### src/rtl/sram_ctl_pkg.sv
`timescale 1ns/1ps
package sram_ctl_pkg;

    typedef enum logic [2:0] {
        ST_IDLE,
        ST_SETUP,
        ST_STROBE,
        ST_RECOVER,
        ST_TURN
    } seq_state_t;

    typedef struct packed {
        logic cs_n;
        logic we_n;
        logic oe_n;
        logic dq_oe;
    } pin_ctl_t;

    localparam pin_ctl_t PINS_PARKED = '{cs_n: 1'b1, we_n: 1'b1, oe_n: 1'b1, dq_oe: 1'b0};

    // Round a nanosecond limit up to whole clocks, never below one clock.
    function automatic int unsigned ns_to_clk(input int unsigned ns, input int unsigned period);
        int unsigned q;
        q = (ns + period - 1) / period;
        return (q < 1) ? 1 : q;
    endfunction

    function automatic int unsigned max3(input int unsigned a, input int unsigned b,
                                         input int unsigned c);
        int unsigned m;
        m = (a > b) ? a : b;
        return (m > c) ? m : c;
    endfunction

endpackage

### src/rtl/sram_phase_timer.sv
`timescale 1ns/1ps
module sram_phase_timer #(
    parameter int CNT_W = 3
) (
    input  logic             clk,
    input  logic             rst,
    input  logic             load,
    input  logic [CNT_W-1:0] load_val,
    output logic             expired
);
    logic [CNT_W-1:0] cnt_q;

    always_ff @(posedge clk) begin
        if (rst)                  cnt_q <= '0;
        else if (load)            cnt_q <= load_val;
        else if (cnt_q != '0)     cnt_q <= cnt_q - 1'b1;
    end

    assign expired = (cnt_q == '0);

    // Counter never wraps below zero
    assert_timer_floor_R9: assert property (@(posedge clk) disable iff (rst)
        (!load && expired) |=> expired);
endmodule

### src/rtl/sram_seq_fsm.sv
`timescale 1ns/1ps
module sram_seq_fsm
    import sram_ctl_pkg::*;
#(
    parameter int SETUP_C = 1,
    parameter int WSTB_C  = 5,
    parameter int RSTB_C  = 6,
    parameter int REC_C   = 1,
    parameter int TURN_C  = 2,
    parameter int CNT_W   = 3
) (
    input  logic clk,
    input  logic rst,
    input  logic req_valid,
    input  logic req_write,
    output logic idle,
    output logic op_wr,
    output logic ev_accept,
    output logic ev_strobe,
    output logic ev_recover,
    output logic ev_turn
);
    localparam logic [CNT_W-1:0] LD_SETUP = CNT_W'(SETUP_C - 1);
    localparam logic [CNT_W-1:0] LD_WSTB  = CNT_W'(WSTB_C - 1);
    localparam logic [CNT_W-1:0] LD_RSTB  = CNT_W'(RSTB_C - 1);
    localparam logic [CNT_W-1:0] LD_REC   = CNT_W'(REC_C - 1);
    localparam logic [CNT_W-1:0] LD_TURN  = CNT_W'(TURN_C - 1);

    seq_state_t       state_q, state_d;
    logic             op_wr_q;
    logic             tmr_load, tmr_expired;
    logic [CNT_W-1:0] tmr_val;

    sram_phase_timer #(.CNT_W(CNT_W)) u_timer (
        .clk      (clk),
        .rst      (rst),
        .load     (tmr_load),
        .load_val (tmr_val),
        .expired  (tmr_expired)
    );

    always_comb begin
        state_d    = state_q;
        tmr_load   = 1'b0;
        tmr_val    = '0;
        ev_accept  = 1'b0;
        ev_strobe  = 1'b0;
        ev_recover = 1'b0;
        ev_turn    = 1'b0;
        unique case (state_q)
            ST_IDLE: if (req_valid) begin
                ev_accept = 1'b1;
                tmr_load  = 1'b1;
                tmr_val   = LD_SETUP;
                state_d   = ST_SETUP;
            end
            ST_SETUP: if (tmr_expired) begin
                ev_strobe = 1'b1;
                tmr_load  = 1'b1;
                tmr_val   = op_wr_q ? LD_WSTB : LD_RSTB;
                state_d   = ST_STROBE;
            end
            ST_STROBE: if (tmr_expired) begin
                ev_recover = 1'b1;
                tmr_load   = 1'b1;
                tmr_val    = LD_REC;
                state_d    = ST_RECOVER;
            end
            ST_RECOVER: if (tmr_expired) begin
                ev_turn  = 1'b1;
                tmr_load = 1'b1;
                tmr_val  = LD_TURN;
                state_d  = ST_TURN;
            end
            ST_TURN: if (tmr_expired) state_d = ST_IDLE;
            default: state_d = ST_IDLE;
        endcase
    end

    always_ff @(posedge clk) begin
        if (rst) begin
            state_q <= ST_IDLE;
            op_wr_q <= 1'b0;
        end else begin
            state_q <= state_d;
            if (ev_accept) op_wr_q <= req_write;
        end
    end

    assign idle  = (state_q == ST_IDLE);
    assign op_wr = op_wr_q;

    // Access kind cannot change mid-access
    assert_op_locked_R2: assert property (@(posedge clk) disable iff (rst)
        (!idle && !$past(idle)) |-> $stable(op_wr_q));
    // Turnaround always ends in idle
    assert_turn_to_idle_R7: assert property (@(posedge clk) disable iff (rst)
        (state_q == ST_TURN && tmr_expired) |=> idle);
endmodule

### src/rtl/sram_pin_regs.sv
`timescale 1ns/1ps
module sram_pin_regs
    import sram_ctl_pkg::*;
#(
    parameter int ADDR_W = 15,
    parameter int DATA_W = 8
) (
    input  logic              clk,
    input  logic              rst,
    input  logic              ev_accept,
    input  logic              ev_strobe,
    input  logic              ev_recover,
    input  logic              ev_turn,
    input  logic              op_wr,
    input  logic              req_write,
    input  logic [ADDR_W-1:0] req_addr,
    input  logic [DATA_W-1:0] req_wdata,
    input  logic [DATA_W-1:0] mem_dq_in,
    output pin_ctl_t          pins,
    output logic [ADDR_W-1:0] mem_addr,
    output logic [DATA_W-1:0] mem_dq_out,
    output logic [DATA_W-1:0] rd_data,
    output logic              done
);
    pin_ctl_t          pins_q;
    logic [ADDR_W-1:0] addr_q;
    logic [DATA_W-1:0] wdata_q, rdata_q;
    logic              done_q;

    always_ff @(posedge clk) begin
        if (rst) begin
            pins_q  <= PINS_PARKED;
            addr_q  <= '0;
            wdata_q <= '0;
            rdata_q <= '0;
            done_q  <= 1'b0;
        end else begin
            done_q <= 1'b0;
            if (ev_accept) begin
                pins_q.cs_n  <= 1'b0;
                pins_q.dq_oe <= req_write;
                addr_q       <= req_addr;
                wdata_q      <= req_wdata;
            end
            if (ev_strobe) begin
                if (op_wr) pins_q.we_n <= 1'b0;
                else       pins_q.oe_n <= 1'b0;
            end
            if (ev_recover) begin
                if (op_wr) begin
                    pins_q.we_n <= 1'b1;
                end else begin
                    rdata_q     <= mem_dq_in;
                    pins_q.oe_n <= 1'b1;
                    pins_q.cs_n <= 1'b1;
                end
            end
            if (ev_turn) begin
                pins_q.cs_n  <= 1'b1;
                pins_q.dq_oe <= 1'b0;
                done_q       <= 1'b1;
            end
        end
    end

    assign pins       = pins_q;
    assign mem_addr   = addr_q;
    assign mem_dq_out = wdata_q;
    assign rd_data    = rdata_q;
    assign done       = done_q;

    assert_wdata_stable_R4: assert property (@(posedge clk) disable iff (rst)
        (!pins_q.we_n && $past(!pins_q.we_n)) |-> $stable(wdata_q));
    assert_rdata_held_R6: assert property (@(posedge clk) disable iff (rst)
        !pins_q.cs_n |=> (pins_q.cs_n || $stable(rdata_q)));
endmodule

### src/rtl/async_sram_ctrl.sv
`timescale 1ns/1ps
module async_sram_ctrl
    import sram_ctl_pkg::*;
#(
    parameter int CLK_PERIOD_NS = 10,
    parameter bit FAST_GRADE    = 1'b1,
    parameter int ADDR_W        = 15,
    parameter int DATA_W        = 8
) (
    input  logic              clk,
    input  logic              rst,
    input  logic              req_valid,
    output logic              req_ready,
    input  logic              req_write,
    input  logic [ADDR_W-1:0] req_addr,
    input  logic [DATA_W-1:0] req_wdata,
    output logic              done,
    output logic [DATA_W-1:0] rd_data,
    output logic [ADDR_W-1:0] mem_addr,
    output logic              mem_cs_n,
    output logic              mem_we_n,
    output logic              mem_oe_n,
    output logic [DATA_W-1:0] mem_dq_out,
    output logic              mem_dq_oe,
    input  logic [DATA_W-1:0] mem_dq_in
);
    // Memory limits in ns for the chosen grade
    localparam int unsigned NS_ADDR_SU = 0;
    localparam int unsigned NS_WPULSE  = FAST_GRADE ? 40 : 50;
    localparam int unsigned NS_A_TO_WR = FAST_GRADE ? 50 : 65;
    localparam int unsigned NS_D_SU    = FAST_GRADE ? 25 : 30;
    localparam int unsigned NS_WREC    = 0;
    localparam int unsigned NS_ACC_A   = FAST_GRADE ? 55 : 70;
    localparam int unsigned NS_ACC_S   = FAST_GRADE ? 55 : 70;
    localparam int unsigned NS_ACC_OE  = FAST_GRADE ? 30 : 35;
    localparam int unsigned NS_RELEASE = FAST_GRADE ? 20 : 25;

    localparam int SETUP_C = int'(ns_to_clk(NS_ADDR_SU, CLK_PERIOD_NS));
    localparam int WSTB_C  = int'(ns_to_clk(max3(NS_WPULSE, NS_A_TO_WR, NS_D_SU), CLK_PERIOD_NS));
    localparam int RSTB_C  = int'(ns_to_clk(max3(NS_ACC_A, NS_ACC_S, NS_ACC_OE), CLK_PERIOD_NS));
    localparam int REC_C   = int'(ns_to_clk(NS_WREC, CLK_PERIOD_NS));
    localparam int TURN_C  = int'(ns_to_clk(NS_RELEASE, CLK_PERIOD_NS));
    localparam int MAX_C   = int'(max3(max3(SETUP_C, WSTB_C, RSTB_C), REC_C, TURN_C));
    localparam int CNT_W   = (MAX_C < 2) ? 1 : $clog2(MAX_C);

    logic     idle, op_wr;
    logic     ev_accept, ev_strobe, ev_recover, ev_turn;
    pin_ctl_t pins;

    sram_seq_fsm #(
        .SETUP_C (SETUP_C),
        .WSTB_C  (WSTB_C),
        .RSTB_C  (RSTB_C),
        .REC_C   (REC_C),
        .TURN_C  (TURN_C),
        .CNT_W   (CNT_W)
    ) u_fsm (
        .clk        (clk),
        .rst        (rst),
        .req_valid  (req_valid),
        .req_write  (req_write),
        .idle       (idle),
        .op_wr      (op_wr),
        .ev_accept  (ev_accept),
        .ev_strobe  (ev_strobe),
        .ev_recover (ev_recover),
        .ev_turn    (ev_turn)
    );

    sram_pin_regs #(.ADDR_W(ADDR_W), .DATA_W(DATA_W)) u_pins (
        .clk        (clk),
        .rst        (rst),
        .ev_accept  (ev_accept),
        .ev_strobe  (ev_strobe),
        .ev_recover (ev_recover),
        .ev_turn    (ev_turn),
        .op_wr      (op_wr),
        .req_write  (req_write),
        .req_addr   (req_addr),
        .req_wdata  (req_wdata),
        .mem_dq_in  (mem_dq_in),
        .pins       (pins),
        .mem_addr   (mem_addr),
        .mem_dq_out (mem_dq_out),
        .rd_data    (rd_data),
        .done       (done)
    );

    assign req_ready = idle;
    assign mem_cs_n  = pins.cs_n;
    assign mem_we_n  = pins.we_n;
    assign mem_oe_n  = pins.oe_n;
    assign mem_dq_oe = pins.dq_oe;

    assert_write_strobe_R3: assert property (@(posedge clk) disable iff (rst)
        !mem_we_n |-> (!mem_cs_n && mem_oe_n && mem_dq_oe));
    assert_no_contention_R5: assert property (@(posedge clk) disable iff (rst)
        mem_dq_oe |-> mem_oe_n);
    assert_addr_stable_R4: assert property (@(posedge clk) disable iff (rst)
        (!mem_cs_n && $past(!mem_cs_n)) |-> $stable(mem_addr));
    assert_done_pulse_R8: assert property (@(posedge clk) disable iff (rst)
        done |=> !done);
    assert_select_needs_req_R2: assert property (@(posedge clk) disable iff (rst)
        $fell(mem_cs_n) |-> $past(req_valid && req_ready));
    assert_idle_parked_R1: assert property (@(posedge clk) disable iff (rst)
        req_ready |-> (mem_cs_n && mem_we_n && mem_oe_n && !mem_dq_oe));
endmodule

### config.mk
export PLATFORM = sky130hd
export DESIGN_NAME = async_sram_ctrl
export DESIGN_NICKNAME = d
export VERILOG_FILES = /design/src/rtl/sram_ctl_pkg.sv /design/src/rtl/sram_phase_timer.sv /design/src/rtl/sram_seq_fsm.sv /design/src/rtl/sram_pin_regs.sv /design/src/rtl/async_sram_ctrl.sv
export SDC_FILE = /design/constraint.sdc
export NUM_CORES = 1
export LEC_CHECK = 0
export BUFFER_PORTS_ARGS = -buffer_cell sky130_fd_sc_hd__buf_2
export CAP_MARGIN = 10
export CELL_PAD_IN_SITES_DETAIL_PLACEMENT = 1
export CELL_PAD_IN_SITES_GLOBAL_PLACEMENT = 1
export CORE_UTILIZATION = 35
export CTS_BUF_LIST = sky130_fd_sc_hd__clkbuf_16
export DETAILED_ROUTE_END_ITERATION = 12
export PLACE_DENSITY = 0.84
export SYNTH_ARGS = -nofsm -noshare
export SYNTH_HDL_FRONTEND = slang
export SYNTH_HIERARCHICAL = 1
export SYNTH_SLANG_ARGS = --single-unit
### constraint.sdc
create_clock -name clk -period 6.65 [get_ports clk]
set_clock_uncertainty 0.15 [all_clocks]
set_input_delay 0.3325 -clock clk [delete_from_list [all_inputs] [get_ports clk]]
set_output_delay 0.3325 -clock clk [all_outputs]
set_load 0.005 [all_outputs]
==> results of run 1 <==
## power groups by stage
stage / registers (mW) / logic (mW) / clock network, mW
finish: 0.337 / 0.250 / 0.234
CTS: 0.338 / 0.257 / 0.241
global route: 0.344 / 0.280 / 0.252
floorplan: 0.331 / 0.199 / 0
detailed placement: 0.343 / 0.256 / 0
global placement: 0.339 / 0.244 / 0
## metal layers
| metal | global-route usage | up-vias | share of wire | wire length [um] |
|---|---|---|---|---|
| li1 | - | 757 | - | - |
| met1 | 0.167 | 705 | 0.43 | 1780 |
| met2 | 0.268 | 52 | 0.48 | 1970 |
| met3 | 0.0469 | 6 | 0.066 | 270 |
| met4 | 0.0629 | 0 | 0.018 | 73 |
| met5 | 0 | - | 0 | 0 |
## registers in the layout, summed over array words and instances (netlist names)
register             count
u_pins/mem_addr         15
u_pins/mem_dq_out        8
u_pins/rd_data           8
u_pins/pins              4
u_fsm/state_q            3
u_fsm/u_timer/cnt_q      3
u_fsm/op_wr              1
u_pins/done              1
## kinds of logic (layout without fill, tap and decap cells)
group,Yosys count,in the layout
muxes,25,25
buffers and inverters,20,87
and+or+nand+nor,69,69
adders and majority gates,2,2
DFF,43,43
other,1,1
AOI/OAI and AO/OA,21,21
## cells in the final DEF (no fill, tap or decap)
master / Yosys / layout
a21bo_1: 1 / 1
a21bo_2: 1 / 1
a221o_2: 1 / 1
inv_1: 7 / 8
a21oi_1: 2 / 2
nand2b_1: 13 / 13
ha_1: 2 / 2
buf_2: 4 / 71
clkbuf_16: 0 / 5
nor2_1: 23 / 23
a2111oi_1: 2 / 2
a211o_2: 1 / 1
buf_4: 2 / 1
nor4b_4: 1 / 1
nand4bb_1: 8 / 8
nor2b_4: 1 / 1
a31oi_1: 1 / 1
o21ai_0: 9 / 9
or2b_1: 1 / 1
nor2b_1: 7 / 7
or3b_1: 2 / 2
nand3b_1: 1 / 1
and4bb_2: 1 / 1
nor4b_1: 2 / 2
or4_4: 1 / 1
a311oi_2: 1 / 1
clkinvlp_4: 0 / 1
conb_1: 1 / 1
or4b_1: 1 / 1
mux2i_1: 25 / 25
nand4b_1: 1 / 1
a211oi_1: 1 / 1
nor4bb_1: 1 / 1
clkinv_2: 0 / 1
nand2_1: 2 / 2
dfxtp_1: 43 / 43
a211o_1: 1 / 1
nor3_1: 3 / 3
## worst paths after layout
kind                                                           from                                 to  slack (ns)  cells after the start
worst min-delay path                                   req_wdata[5]  u_pins/mem_dq_out[5]$_SDFFE_PP0P_        0.14                      3
worst min register to register       u_pins/rd_data[7]$_SDFFE_PP0P_     u_pins/rd_data[7]$_SDFFE_PP0P_        0.33                      2
worst max-delay path            u_fsm/u_timer/cnt_q[0]$_SDFFE_PP0P_     u_pins/rd_data[0]$_SDFFE_PP0P_        4.01                      8
worst max register to register  u_fsm/u_timer/cnt_q[0]$_SDFFE_PP0P_     u_pins/rd_data[0]$_SDFFE_PP0P_        4.01                      8
## stage by stage
| stage | power (mW) | hold WS (ns) | std cells | instance area, um2 |
|---|---|---|---|---|
| after CTS | 0.835 | 0.137 | 318 | 2380 |
| final | 0.821 | 0.138 | 318 | 2380 |
| after floorplan | 0.530 | 0.250 | 181 | 1870 |
| after global routing | 0.876 | 0.143 | 318 | 2380 |
| after detailed placement | 0.599 | 0.315 | 310 | 2230 |
| after global placement | 0.583 | 0.300 | 310 | 2230 |
## final cells by class
cell class,instances,area (um2),share of cell area
clock buffers,5,125,0.0527
multi-input cells,118,897,0.378
clock inverters,3,16.3,0.00685
repair buffers,72,363,0.153
flip-flops and latches,43,861,0.362
well taps,70,87.6,0.0369
inverters,7,26.3,0.0111
## critical path, stage by stage (launching register included)
cell,delay (ns)
dfxtp_1,0.32
inv_1,0.09
ha_1,0.20
nand2b_1,0.11
inv_1,0.21
nand2_1,0.10
nor3_1,0.80
nor2b_4,0.40
o21ai_0,0.13
==> impl_metrics.ini, run 1 <==
[timing]
hold_viol_final = 0
slew_headroom = 0.311
max_freq_mhz = 378
fin_crit_sh = 0.398
setup_viol = 0
setup_tns_ns = 0
fin_ws_ns = 4.01
worst_pin_slew_ns = 1.03
finalCriticalPeriod_ns = 2.64
rsz0062_at_grt = no
drv_slew = 0

[clock_tree]
htreeDepth = 2
cts_tree = yes
clk_pin_slew_worst_paths_ns = 0.06
clockBufferDepth = 2
cts_made_buffers = 5
cts_setup_buffers = 0
insertion_delay_ns = 0.28
cts-hold-fix-buffers = 0
post_cts_resized = 0
root_buffer = clkbuf_16
cts.sinks = 43

[pwr]
internal_power_mw = 0.566
swShare = 0.310
vdd_drop_max_mv = 0.175
p_seq_frac = 0.410
p_leak_nw = 1.08
cellPowerDensity_mw_per_mm2 = 346
p_clk_frac = 0.285
p_sw_mw = 0.255
comb_power_share = 0.305

[grt]
antenna_found_initial = 0
overflow = 0
track_usage = 0.151
grt_pass1_vias = 1424
grt_max_degree = 53
grt_pass1_wl_um = 6290

[final_layout]
fin_nets = 284
fillers = 610
num_antenna_cells = 0
final_util = 0.465
drive_gt1_frac = 0.351
syn_to_final_growth_pct = 27.2

[placed_design]
pre_cts_ws_ns = 3.97
routabilityCongestion = 0.700
portBuffers = 71
dp.final_hpwl_um = 2910

[synth]
synth_simple_gate_area_share = 0.248
syn_area_per_cell_um2 = 10.3
synth.distinct_cells = 38
synth-xor-area-share = 0
yosysTopAreaCellShare = 0.461
async_flop_share = 0
yosysTopAreaCell = dfxtp_1
ys_top_cells_by_count = 43 x dfxtp_1, 25 x mux2i_1, 23 x nor2_1
ys_ff_latch = 43
netlist_area_mm2 = 0.00187
yosysMostFrequentCell = dfxtp_1
synthMuxAreaShare = 0.134
synthAdderAreaFrac = 0.0134
seq_area_frac_synth = 0.461
synth_compound_area_frac = 0.0824
synth_edf_count = 0
synth_ff_type = dfxtp_1
ys_top_cells_by_area = dfxtp_1 46%, mux2i_1 13%, nand4bb_1 4.8%
ys_warn_count = 6
postSynthCellCount = 181
synth_fp_nets = 218
synth_top_family_by_area = simple AND/OR/NAND/NOR gates

[routing]
ant_nets = 0
drtIter0Drc = 48
drcViolationCount = 0
wl_um = 4100
post_drt_wl_per_cell_um = 12.9
first_pass_iters = 4
drt-vias-per-instance = 4.78
dr_total_vias = 1520

[floorplanning]
io_pins = 72
die_width_um = 75.1
start_util = 0.366
die-area_mm2 = 0.00563
core_region_area_mm2 = 0.00511
row_count = 26
die_height_um = 75.1

[worst_setup_path]
startpoint_type = register
crit_fanout = 10
critPathRequiredTime_ns = 6.66
critPathArrivalTime_ns = 2.65
cp-end-kind = register
worst-setup-path-type = reg -> reg

[outcome]
run_status = complete, no violations

[hold_path]
hp-class = in -> reg

[flow_run]
maxCapViolCount = 0
Power figures use the tool's default switching activity.
==> run 2, diff against run 1 <==
--- a/config.mk
+++ b/config.mk
@@ -5,14 +5,15 @@
 export SDC_FILE = /design/constraint.sdc
 export NUM_CORES = 1
 export LEC_CHECK = 0
+export ABC_AREA = 1
 export BUFFER_PORTS_ARGS = -buffer_cell sky130_fd_sc_hd__buf_2
 export CAP_MARGIN = 10
 export CELL_PAD_IN_SITES_DETAIL_PLACEMENT = 1
 export CELL_PAD_IN_SITES_GLOBAL_PLACEMENT = 1
-export CORE_UTILIZATION = 35
+export CORE_UTILIZATION = 33
 export CTS_BUF_LIST = sky130_fd_sc_hd__clkbuf_16
 export DETAILED_ROUTE_END_ITERATION = 12
-export PLACE_DENSITY = 0.84
+export PLACE_DENSITY = 0.86
 export SYNTH_ARGS = -nofsm -noshare
 export SYNTH_HDL_FRONTEND = slang
 export SYNTH_HIERARCHICAL = 1
==> constraint.sdc (replaced) <==
create_clock -name clk -period 2.5 [get_ports clk]
set_clock_uncertainty 0.15 [all_clocks]
set_input_delay 0.125 -clock clk [delete_from_list [all_inputs] [get_ports clk]]
set_output_delay 0.125 -clock clk [all_outputs]
set_load 0.005 [all_outputs]
==> run 2 against run 1 <==
Non-clock buffer count rose by 28; cell area up 11%; synthesized cell count up 35%; critical endpoint is now u_fsm/u_timer/cnt_q[1]$_SDFFE_PP0P_; sequential share of layout area fell by 3.7 points.
==> impl_metrics.ini, run 2 <==
[timing]
setup_viol = 0
setup_tns_ns = 0
drv_slew = 0
fin_crit_sh = 0.813
slew_headroom = 0.450
worst_pin_slew_ns = 0.823
hold_viol_final = 0
rsz0062_at_grt = no
max_freq_mhz = 492
finalCriticalPeriod_ns = 2.03

[worst_setup_path]
r2r_cells = 11
critPathRequiredTime_ns = 2.53
timing.rr.end = u_fsm/u_timer/cnt_q[1]$_SDFFE_PP0P_
reg2reg_slack_ns = 0.47
critPathArrivalTime_ns = 2.06
startpoint_type = register
worst-setup-path-type = reg -> reg
r2r-start = u_fsm/u_timer/cnt_q[0]$_SDFFE_PP0P_
crit_fanout = 6
cp-end-kind = register

[routing]
dr_total_vias = 1907
drcViolationCount = 0
post_drt_wl_per_cell_um = 12.7
drt-vias-per-instance = 4.60
drtIter0Drc = 44
first_pass_iters = 4
ant_nets = 0
wl_um = 5280

[hold_path]
hp-class = in -> reg
hold_path_depth = 5
hp-start = mem_dq_in[6]
holdPathEnd = u_pins/rd_data[6]$_SDFFE_PP0P_

[synth]
ys_warn_count = 6
yosysTopAreaCellShare = 0.480
synth_top_family_by_area = simple AND/OR/NAND/NOR gates
synth_fp_nets = 282
synth_simple_gate_area_share = 0.285
ys_ff_latch = 43
synthMuxAreaShare = 0
synthAdderAreaFrac = 0.0139
yosysMostFrequentCell = nor2_1
netlist_area_mm2 = 0.00179
seq_area_frac_synth = 0.480
synth_edf_count = 0
ys_top_cells_by_area = dfxtp_1 48%, nor2_1 15%, o21ai_0 7.8%
synth_ff_type = dfxtp_1
async_flop_share = 0
postSynthCellCount = 245
synth_compound_area_frac = 0.112
yosysTopAreaCell = dfxtp_1
synth-xor-area-share = 0.00488
ys_top_cells_by_count = 72 x nor2_1, 43 x dfxtp_1, 28 x o21ai_0
syn_area_per_cell_um2 = 7.32
synth.distinct_cells = 23

[pwr]
cellPowerDensity_mw_per_mm2 = 1080
p_leak_nw = 1.35
vdd_drop_max_mv = 0.401

[grt]
grt_max_degree = 33
track_usage = 0.195
grt_pass1_vias = 1964
grtUsageMet2 = 0.362
grt.busiest_layer = met2
grt_pass1_wl_um = 8280
overflow = 0
use_met1 = 0.196
grtUsageMet3 = 0.0608
antenna_found_initial = 0

[final_layout]
largest_reg_flops = 15
layout_common_cells = 72 x nor2_1, 71 x buf_2, 43 x dfxtp_1
final_common_cell = nor2_1
syn_to_final_growth_pct = 47.4
finalNonFillerCells = 415
fin_nets = 381
num_antenna_cells = 0
drive_gt1_frac = 0.275

[clock_tree]
cts-hold-fix-buffers = 27
cts_made_buffers = 5
post_cts_resized = 0
clk_pin_slew_worst_paths_ns = 0.06
clockBufferDepth = 2
insertion_delay_ns = 0.28
root_buffer = clkbuf_16
htreeDepth = 2
cts.sinks = 43
cts_setup_buffers = 0
cts_tree = yes

[floorplanning]
row_count = 26
die-area_mm2 = 0.00574
die_width_um = 75.7
start_util = 0.347
io_pins = 72
core_region_area_mm2 = 0.00517
die_height_um = 75.7

[outcome]
run_status = complete, no violations

[placed_design]
portBuffers = 71
routabilityCongestion = 0.816
dp.cells = 380
dp.final_hpwl_um = 3370

[flow_run]
maxCapViolCount = 0
run 2: cell types whose count changed in the layout (fill, tap and decap cells not counted), sizes merged, moves of 21 or more:
cell         before  now
dlygate4sd3       0   27
nand2             2   24
mux2i            25    0
inv               8   32
nor2             23   78
o21ai             9   30
run 2: cells by family (layout without fill, tap and decap cells):
logic type,Yosys count,after routing
xor gates and xnor gates,1,1
and+or+nand+nor,120,120
DFF,43,43
adders and majority gates,2,2
buffers and inverters,39,139
AOI/OAI and AO/OA,39,39
other,1,1
run 2: stage by stage:
stage / utilization / power, mW / setup WS [ns] / cell area, um2 / hold slack (ns)
after floorplan: - / 1.67 / 0.726 / 1790 / 0.0374
after detailed placement: 0.423 / 2.00 / 0.506 / 2190 / 0.211
after CTS: 0.511 / 2.88 / 0.443 / 2650 / 0.00705
final: 0.511 / 2.85 / 0.467 / 2650 / 0.00725
after global placement: 0.423 / 1.96 / 0.579 / 2190 / 0.196
after global routing: 0.511 / 3.09 / 0.204 / 2650 / 0.0381
run 2: critical path: stages, from the launching register on:
cell,delay (ns)
dfxtp_1,0.32
inv_1,0.08
ha_1,0.22
inv_1,0.05
nor2_1,0.15
o21ai_1,0.15
a21oi_1,0.42
inv_2,0.10
nand3_2,0.12
inv_1,0.05
nor2_1,0.08
nor2_1,0.05
run 2: layer usage:
metal | part of all wire | up-vias
li1 | - | 956
met1 | 0.39 | 865
met2 | 0.52 | 69
met3 | 0.060 | 17
met4 | 0.032 | 0
met5 | 0 | -
run 2: layout make-up:
| cell class | instances | area (um2) |
|---|---|---|
| Timing Repair Buffer | 100 | 641 |
| Clock buffer | 5 | 125 |
| Sequential cell | 43 | 861 |
| Clock inverter | 3 | 63.8 |
| Multi-Input combinational cell | 163 | 751 |
| Inverter | 31 | 116 |
| Tap cell | 70 | 87.6 |
| Fill cell | 667 | 2530 |
run 2: report_power, final:
part	switching (mW)	total (mW)	internal, mW
Combinational	0.605	1.01	0.407
Sequential	0.120	1.01	0.888
Clock	0.260	0.828	0.568
run 2: worst max-delay path by stage:
| stage | from | end | depth (start not counted) |
|---|---|---|---|
| 6_report | u_fsm/u_timer/cnt_q[0]$_SDFFE_PP0P_ | u_fsm/u_timer/cnt_q[1]$_SDFFE_PP0P_ | 11 |
| 5_1_grt | u_fsm/u_timer/cnt_q[0]$_SDFFE_PP0P_ | u_fsm/u_timer/cnt_q[1]$_SDFFE_PP0P_ | 11 |
| 4_1_cts | u_fsm/u_timer/cnt_q[0]$_SDFFE_PP0P_ | u_fsm/u_timer/cnt_q[1]$_SDFFE_PP0P_ | 11 |
| 3_5_place_dp | u_fsm/u_timer/cnt_q[0]$_SDFFE_PP0P_ | u_fsm/u_timer/cnt_q[1]$_SDFFE_PP0P_ | 11 |
| 3_3_place_gp | u_fsm/u_timer/cnt_q[0]$_SDFFE_PP0P_ | u_fsm/u_timer/cnt_q[1]$_SDFFE_PP0P_ | 11 |
| 2_1_floorplan | u_fsm/u_timer/cnt_q[0]$_SDFFE_PP0P_ | u_fsm/u_timer/cnt_q[1]$_SDFFE_PP0P_ | 11 |
